**src/rtl/bsa_pkg.sv**
```systemverilog
package bsa_pkg;
    typedef enum logic [1:0] {
        SEL_AND = 2'd0,
        SEL_OR  = 2'd1,
        SEL_SUM = 2'd2,
        SEL_RSV = 2'd3
    } sel_e;
endpackage

```
**src/rtl/bsa_slice.sv**
```systemverilog
module bsa_slice
    import bsa_pkg::*;
(
    input  logic       a_i,
    input  logic       b_i,
    input  logic       inv_i,
    input  logic       cin_i,
    input  logic [1:0] sel_i,
    output logic       res_o,
    output logic       cout_o
);
    logic bx;
    logic half;
    logic sum;
    sel_e sel;

    assign sel    = sel_e'(sel_i);
    assign bx     = b_i ^ inv_i;
    assign half   = a_i ^ bx;
    assign sum    = half ^ cin_i;
    assign cout_o = (a_i & bx) | (half & cin_i);

    always_comb begin
        unique case (sel)
            SEL_AND: res_o = a_i & b_i;
            SEL_OR:  res_o = a_i | b_i;
            SEL_SUM: res_o = sum;
            SEL_RSV: res_o = 1'b0;
        endcase
    end
endmodule

```
**src/rtl/bsa_flags.sv**
```systemverilog
module bsa_flags (
    input  logic c_into_top,
    input  logic c_out_top,
    input  logic sub_i,
    output logic uovf_o,
    output logic sovf_o
);
    assign uovf_o = c_out_top ^ sub_i;
    assign sovf_o = c_into_top ^ c_out_top;
endmodule

```
**src/rtl/bsa_alu.sv**
```systemverilog
module bsa_alu
    import bsa_pkg::*;
#(
    parameter int WIDTH = 32
) (
    input  logic [WIDTH-1:0] opa,
    input  logic [WIDTH-1:0] opb,
    input  logic [1:0]       op,
    input  logic             sub,
    output logic [WIDTH-1:0] result,
    output logic             carry_out,
    output logic             unsigned_ovf,
    output logic             signed_ovf
);
    localparam int TOP = WIDTH - 1;

    logic [WIDTH:0] chain;

    assign chain[0] = sub;

    for (genvar i = 0; i < WIDTH; i++) begin : g_slice
        bsa_slice u_slice (
            .a_i    (opa[i]),
            .b_i    (opb[i]),
            .inv_i  (sub),
            .cin_i  (chain[i]),
            .sel_i  (op),
            .res_o  (result[i]),
            .cout_o (chain[i+1])
        );
    end

    assign carry_out = chain[WIDTH];

    bsa_flags u_flags (
        .c_into_top (chain[TOP]),
        .c_out_top  (chain[WIDTH]),
        .sub_i      (sub),
        .uovf_o     (unsigned_ovf),
        .sovf_o     (signed_ovf)
    );

    // Independent wide-arithmetic model used by the checks below.
    logic [WIDTH-1:0] beff;
    logic [WIDTH:0]   wide;
    assign beff = sub ? ~opb : opb;
    assign wide = {1'b0, opa} + {1'b0, beff} + {{WIDTH{1'b0}}, sub};

    always_comb begin
        if (op == 2'd0) assert_and_R1: assert (result == (opa & opb));
        if (op == 2'd1) assert_or_R2: assert (result == (opa | opb));
        if (op == 2'd2) assert_sum_R3: assert ({carry_out, result} == wide);
        if (op == 2'd3) assert_rsv_zero_R7: assert (result == '0);
        assert_uovf_R5: assert (unsigned_ovf == (wide[WIDTH] ^ sub));
        if (signed_ovf)
            assert_sovf_sign_R6: assert ((opa[TOP] == beff[TOP]) && (wide[TOP] != opa[TOP]));
    end
endmodule

```
**config.mk**
```make
export PLATFORM = sky130hd
export DESIGN_NAME = bsa_alu
export DESIGN_NICKNAME = d
export VERILOG_FILES = /design/src/rtl/bsa_pkg.sv /design/src/rtl/bsa_slice.sv /design/src/rtl/bsa_flags.sv /design/src/rtl/bsa_alu.sv
export SDC_FILE = /design/constraint.sdc
export NUM_CORES = 1
export LEC_CHECK = 0
export BUFFER_PORTS_ARGS = -buffer_cell sky130_fd_sc_hd__buf_4
export CAP_MARGIN = 10
export CORE_MARGIN = 1
export CORE_UTILIZATION = 40
export DETAILED_ROUTE_END_ITERATION = 7
export PLACE_DENSITY = 0.73
export SETUP_SLACK_MARGIN = 0.3
export SYNTH_ARGS = -nofsm -noshare
export SYNTH_HDL_FRONTEND = slang
export SYNTH_SLANG_ARGS = --single-unit
```
**constraint.sdc**
```tcl
create_clock -name vclk -period 36.9
set_input_delay 7.38 -clock vclk [all_inputs]
set_output_delay 7.38 -clock vclk [all_outputs]
set_load 0.02 [all_outputs]
```
---- Word level (Yosys, flattened, before mapping) ----
Index checks and enable logic that the tools add are counted.
word-level totals
  input port bits ......................... 67
  bits in read-only memories .............. 0
  word-level logic and storage cells ...... 294
  memory bits (writable) .................. 0
  bits in latches ......................... 0
  register bits after elaboration ......... 0
  memories ................................ 0
  output and inout bits ................... 35
operators by class
  bitwise gates (word level) .............. 258
  shift operators ......................... 0
  reduce and logical (&&, ||, !) cells .... 1
  magnitude comparators ................... 0
  div/mod/pow operators ................... 0
  add/subtract/negate cells ............... 0
  multiplexer cells ....................... 32
  equal/unequal tests ..................... 3
  multiply operators ...................... 0
operators by type and width
  cell                  number
  $pmux W1 S4           32
  $xor A1 B1 Y1         98
  $and A1 B1 Y1         96
  $or A1 B1 Y1          64
  $eq A2 B2 Y1 const B  2
  $eq A2 B1 Y1 const B  1
  $logic_not A2 Y1      1

---- Longest topological paths before layout ----
Gate-level depths: netlist (run 1).
  word-level depth ........................ 67
  mapped depth ............................ 36
  mapped depth without buffers ............ 33

---- Cells and area by module ----
Synthesis (run 1) repeated with hierarchy kept, for this count alone.
second synthesis, totals
  cells, all modules ...................... 188
  area, all modules ....................... 1879.3 um^2
by module, submodules not included
  module                               area an instance (um^2)  instances  cells each  sequential area each (um^2)
  bsa_slice (g_slice[19].u_slice ...)  56.3                     20         6           0.0
  bsa_slice (g_slice[0].u_slice ...)   65.1                     6          6           0.0
  bsa_slice (g_slice[13].u_slice ...)  57.6                     6          5           0.0
  bsa_flags                            17.5                     1          2           0.0

---- Least setup slack after synthesis (run 1) ----
OpenSTA, ideal clock, no wires.
  kind .................................... input -> output
  start point ............................. input port sub
  end point ............................... output port signed_ovf
  setup slack ............................. 9.217 ns
  stages .................................. 35
  data arrival time ....................... 20.303 ns
  required time ........................... 29.520 ns
  buffers on the path ..................... 2
  cell sequence ........................... buf_2 > buf_2 > xor2_1 > fa_1 > fa_1 > fa_1 > fa_1 > fa_1 > fa_1 > fa_1 > fa_1 > fa_1 > fa_1 > fa_1 > fa_1 > fa_1 > fa_1 > fa_1 > fa_1 > fa_1 > fa_1 > fa_1 > fa_1 > fa_1 > fa_1 > fa_1 > fa_1 > fa_1 > fa_1 > fa_1 > fa_1 > fa_1 > fa_1 > fa_1 > xor2_1
between the ends
  longest elaborated chain between the ends .. 67
  elaborated cells on any way between the ends .. 161
  those cells by class .................... bitwise (161)
RTL lines
  element          line             RTL
  from (decl)      bsa_alu.sv:9     input logic sub,
  $xor A1 B1 Y1    bsa_slice.sv:18  assign bx = b_i ^ inv_i;
  $xor A1 B1 Y1    bsa_slice.sv:19  assign half = a_i ^ bx;
  $and A1 B1 Y1    bsa_slice.sv:21  assign cout_o = (a_i & bx) | (half & cin_i);
  $or A1 B1 Y1     bsa_slice.sv:21
  $and A1 B1 Y1    bsa_slice.sv:21
  $or A1 B1 Y1     bsa_slice.sv:21
  $and A1 B1 Y1    bsa_slice.sv:21
  $or A1 B1 Y1     bsa_slice.sv:21
  (+52 left out)   --
  $and A1 B1 Y1    bsa_slice.sv:21
  $or A1 B1 Y1     bsa_slice.sv:21
  $and A1 B1 Y1    bsa_slice.sv:21
  $or A1 B1 Y1     bsa_slice.sv:21
  $and A1 B1 Y1    bsa_slice.sv:21
  $or A1 B1 Y1 *   bsa_slice.sv:21
  net carry_out    bsa_alu.sv:11    output logic carry_out,
  $xor A1 B1 Y1 *  bsa_flags.sv:9   assign sovf_o = c_into_top ^ c_out_top;
  to (decl)        bsa_alu.sv:13    output logic signed_ovf
Mark *: on every way through the listed nets, which the timed path passes. The rest lies on a longest branch.

---- Worst setup path after layout (run 1) ----
  start point ............................. input port sub
  end point ............................... output port result[31]
between the ends
  longest elaborated chain between the ends .. 66
  elaborated cells on any way between the ends .. 159
  those cells by class .................... mux (1); bitwise (158)
RTL lines
  element          line             RTL
  $xor A1 B1 Y1    bsa_slice.sv:18
  $xor A1 B1 Y1    bsa_slice.sv:19
  $and A1 B1 Y1    bsa_slice.sv:21
  $or A1 B1 Y1     bsa_slice.sv:21
  $and A1 B1 Y1    bsa_slice.sv:21
  $or A1 B1 Y1     bsa_slice.sv:21
  $and A1 B1 Y1    bsa_slice.sv:21
  $or A1 B1 Y1     bsa_slice.sv:21
  (+50 left out)   --
  $and A1 B1 Y1    bsa_slice.sv:21
  $or A1 B1 Y1     bsa_slice.sv:21
  $and A1 B1 Y1    bsa_slice.sv:21
  $or A1 B1 Y1     bsa_slice.sv:21
  $and A1 B1 Y1    bsa_slice.sv:21
  $or A1 B1 Y1     bsa_slice.sv:21
  $xor A1 B1 Y1 *  bsa_slice.sv:20  assign sum = half ^ cin_i;
  $pmux W1 S4 *    bsa_slice.sv:24  unique case (sel)
  to (decl)        bsa_alu.sv:10    output logic [WIDTH-1:0] result,
Mark *: on every way between the ends. The rest lies on a longest branch, timed or not.

==> results.md, run 1 <==
* Post-Route WL at 3.976 mm
* Leakage power at 1.124 nW
* Worst endpoint required time at 29.52 ns
* Post-Syn Area at 1908 um2
* Slew margin rel. at 0.3256
* Crit path time final at 28.11 ns
* Worst path top cell family by delay: adder cells
* Sw frac at 0.4964
* Initial Utilization at 0.4265
* Outcome: complete, but fails checks
* Die Wd at 71.07 um
* Final design utilization at 0.5403
* Post-synthesis sequential area ratio at 0
* Synth Instances at 180
* Reg power frac at 0
* # nets final at 337
* Synth cell types at 16
* Worst setup SP type: input pin
* Hold WC Path Type: in -> out
* Critical path capture point type: primary output
* Vias per cell at 5.145
* Synth area leader: fa_1
* Hold Slack at 15.08 ns
* Number of post-CTS setup repair buffers at 0
* Area contributors post-synth: fa_1 (33%), maj3_2 (16%), xor2_1 (15%)
* Largest net degree at the start of global routing at 36
* Remaining antenna violation count at 0
* RSZ-0062 raised after global routing: no
* Post-CTS sizing at 0
* WS Path Type: in -> out
* Seq_cells at 0
* Arrival time worst endpoint at 20.73 ns
* Share of the synthesized area in the top cell type at 0.3252
* DRC at 9
* Chip height at 71.07 um
* Area Growth Syn to Fin at 26.69%
* Final hold violations at 0
* Total gr overflow at 0
* Reg area at 0 um2
* Pwr per Cell Area at 20.01 nW/um2
* Failing checks: DRC
* Core area at 4474 um2
* CTS Hold Bufs at 0
* Share of cells above drive strength 1 at 0.5570
* CP bufs+invs at 2
* Critical-path top delay cell: fa_1
* IR drop worst, VDD at 0.00001039 V
* Non-Filler Instances at 289
* Final instance area at 2417 um2
* PortBufs at 102
* Clkbuf count at 0
* YS warnings at 0
* Setup TNS at 0 ns
* Antenna violations before repair at 0
* Router iterations before antenna repair at 6
* Number of global-route vias before repair at 1499
* I/O pins at 102
* Wire per inst at 13.76 um
* Worst slack at placement at 8.779 ns
* Max Freq at 0.03557 GHz
* Setup ws final at 8.787 ns
* GPL Wtd Cong at 0.7263
* Most common cell in the netlist: xor2_1
* Period Utilization, post-route at 0.7619
* FP Rows at 24
* Clock Power Share at 0
* Sw Pwr at 0.02401 mW
* # fillers at 412
* Slowest cell delay on critical path at 0.44 ns
* Metal3 WL at 349 um
* DP Cell Count at 289
* Die area at 5050 um2
* Multi-input logic area at 1572 um2
* Mapped Nets at 278
* Global-route wire length before repair at 6.831 mm
* Final setup viols at 0
* GRT Overall Usage at 0.1628
* Via count at 1487
* Top layer in use: met3
* Commonest cells in the netlist: xor2_1 (33), buf_4 (32), a22o_1 (31), fa_1 (31), maj3_2 (27)
* Crit-path most repeated cell: fa_1
* Final Power at 0.04837 mW
* Post-DP Area at 2417 um2
* DRT met1 WL at 1.578 mm
* Least-Margin Pin Slew at 1.010 ns
* Final Max Tran Viols at 0
* Comb power frac at 1.000
* Diodes inserted at 0
* Internal power at 0.02436 mW
* Largest fanout on the critical path at 33
* Max-cap violations at 0
* Syn_area_per_cell at 10.60 um2
* HPWL after detailed placement at 3.238 mm
* Met2 wire length at 2.048 mm
* Initial drt markers at 53
tightest hold or removal path, delay by kind of cell:
family | cells | cell delay (ns)
compound gates | 1 | 0.07
buf+inv | 2 | 0.26
power groups by stage:
stage | clock (mW) | sequential (mW) | combinational [mW]
detailed placement | 0 | 0 | 0.0490
CTS | 0 | 0 | 0.0491
global placement | 0 | 0 | 0.0477
global route | 0 | 0 | 0.0537
finish | 0 | 0 | 0.0484
floorplan | 0 | 0 | 0.0360
path summary, 6_finish.rpt:
path,start,to,slack [ns],depth (start not counted)
min,op[1],result[0],15.08,3
max,sub,result[31],8.79,35
cell usage in the layout (no fill, tap or decap), drive strengths merged:
cell type  instances
a22o              31
xor2              33
nor3               1
o21ai              1
nor2b              1
fa                31
inv                2
mux2               1
a21o               1
a221oi             1
buf              103
maj3              31
layout make-up:
type | instances | share of cell area
repair buffers | 103 | 0.3199
inverters | 2 | 0.003106
well taps | 52 | 0.02692
multi-input cells | 132 | 0.6501
logic make-up (layout without fill, tap and decap cells):
family                     after synthesis  in the layout  synth area share
adders and majority gates               62             62            0.5056
buffers and inverters                   48            105            0.1777
AOI/OAI and AO/OA                       34             34            0.1534
xor gates and xnor gates                33             33            0.1515
and+or+nand+nor                          2              2          0.005901
muxes                                    1              1          0.005901
layer usage:
metal,vias to the layer above,GRT usage
met2,62,0.3045
met1,710,0.2111
met4,0,0
li1,715,-
met5,-,0
met3,0,0.02422
Note: power is estimated with default switching activity, not from simulation.
==> run 2: changes to the inputs <==
==> constraint.sdc (replaced) <==
create_clock -name vclk -period 26.2
set_input_delay 5.24 -clock vclk [all_inputs]
set_output_delay 5.24 -clock vclk [all_outputs]
set_load 0.02 [all_outputs]
==> results.md, run 2 (same netlist as run 1, synthesis figures left out) <==
* Number of post-CTS setup repair buffers at 0 (unchanged)
* Final hold violations at 0 (unchanged)
* Global-route wire length before repair at 7.065 mm (was 6.831 mm)
* Critical-path top delay cell: fa_1 (unchanged)
* GRT Overall Usage at 0.1676 (was 0.1628)
* IR drop worst, VDD at 0.00001516 V (was 0.00001039 V)
* Die area at 5050 um2 (unchanged)
* # nets final at 337 (unchanged)
* Slew margin rel. at 0.3240 (was 0.3256)
* Non-Filler Instances at 289 (unchanged)
* I/O pins at 102 (unchanged)
* GPL Wtd Cong at 0.6918 (was 0.7263)
* Reg area at 0 um2 (unchanged)
* Number of global-route vias before repair at 1625 (was 1499)
* Total gr overflow at 0 (unchanged)
* Hold WC Path Type: in -> out (unchanged)
* Most frequent cells in the layout: buf_4 (103), xor2_1 (33), a22o_1 (31), fa_1 (31), maj3_2 (27) (unchanged)
* Largest fanout on the critical path at 33 (unchanged)
* Max Freq at 0.04192 GHz
* Largest net degree at the start of global routing at 36 (unchanged)
* Final Max Tran Viols at 0 (unchanged)
* WS Path Type: in -> out (unchanged)
* Core area at 4474 um2 (unchanged)
* Max-cap violations at 0 (unchanged)
* Worst endpoint required time at 20.96 ns (was 29.52 ns)
* Wire per inst at 14.18 um (was 13.76 um)
* Diodes inserted at 0 (unchanged)
* HPWL after detailed placement at 3.268 mm (was 3.238 mm)
* Final setup viols at 0 (unchanged)
* # fillers at 424 (was 412)
* Initial drt markers at 72 (was 53)
* RSZ-0062 raised after global routing: no (unchanged)
* PortBufs at 102 (unchanged)
* Period Utilization, post-route at 0.9105
* Clkbuf count at 0 (unchanged)
* Hold Slack at 10.81 ns (was 15.08 ns)
* Die Wd at 71.07 um (unchanged)
* Failing checks: DRC (unchanged)
* Crit path time final at 23.86 ns
* Crit-path most repeated cell: fa_1 (unchanged)
* Remaining antenna violation count at 0 (unchanged)
* Critical path capture point type: primary output (unchanged)
* Most common cell after layout, fill and taps aside: buf_4 (unchanged)
* FP Rows at 24 (unchanged)
* Worst setup SP type: input pin (unchanged)
* Chip height at 71.07 um (unchanged)
* Vias per cell at 5.228 (was 5.145)
* Via count at 1511 (was 1487)
* Slowest cell delay on critical path at 0.45 ns (was 0.44 ns)
* Least-Margin Pin Slew at 1.013 ns (was 1.010 ns)
* Pwr per Cell Area at 28.20 nW/um2 (was 20.01 nW/um2)
* Antenna violations before repair at 0 (unchanged)
* Area Growth Syn to Fin at 26.69% (unchanged)
* Initial Utilization at 0.4265 (unchanged)
* DP Cell Count at 289 (unchanged)
* CTS Hold Bufs at 0 (unchanged)
* Post-CTS sizing at 0 (unchanged)
* Post-Route WL at 4.098 mm (was 3.976 mm)
* Setup TNS at 0 ns (unchanged)
* Multi-input logic area at 1572 um2 (unchanged)
* Seq_cells at 0 (unchanged)
* DRC at 9 (unchanged)
* Outcome: complete, but fails checks (unchanged)
* Router iterations before antenna repair at 6 (unchanged)
* Share of cells above drive strength 1 at 0.5570 (unchanged)
* Leakage power at 1.124 nW (unchanged)
* Arrival time worst endpoint at 18.62 ns (was 20.73 ns)
## run 2: worst max-delay path, delay by kind of cell
kind / cells / cell delay, ns
compound gates: 1 / 0.22
fa+ha+maj: 31 / 12.39
xor+xnor: 1 / 0.17
buf+inv: 2 / 0.59
## run 2: routing by layer
| layer | global-route usage | vias to the layer above | part of all wire |
|---|---|---|---|
| li1 | - | 718 | - |
| met1 | 0.2102 | 729 | 0.39 |
| met2 | 0.3226 | 64 | 0.53 |
| met3 | 0.02422 | 0 | 0.079 |
| met4 | 0 | 0 | 0 |
| met5 | 0 | - | 0 |
## run 2: report_power, final
part | internal [mW] | switching, mW | leakage [nW]
Clock | 0 | 0 | 0
Sequential | 0 | 0 | 0
Combinational | 0.0343 | 0.0339 | 1.12
Total | 0.0343 | 0.0339 | 1.12
## run 2: stage by stage
step                      utilization  power (mW)  cell area, um2  worst slack (ns)
after floorplan                     -     0.05067            1908             2.797
after CTS                      0.5403     0.06943            2417             2.297
after global routing           0.5403     0.07594            2417             1.873
after global placement         0.5403     0.06739            2417             2.449
after detailed placement       0.5403     0.06936            2417             2.340
final                          0.5403     0.06818            2417             2.344
## run 2: worst paths after layout
path	startpoint	endpoint	cells past startpoint
hold / removal	op[1]	result[0]	3
setup / recovery	sub	result[31]	35
## run 2: final cells by class
| type | count | area share |
|---|---|---|
| timing repair buffer | 103 | 0.3199 |
| multi-input combinational | 132 | 0.6501 |
| inverter | 2 | 0.003106 |
| tap | 52 | 0.02692 |
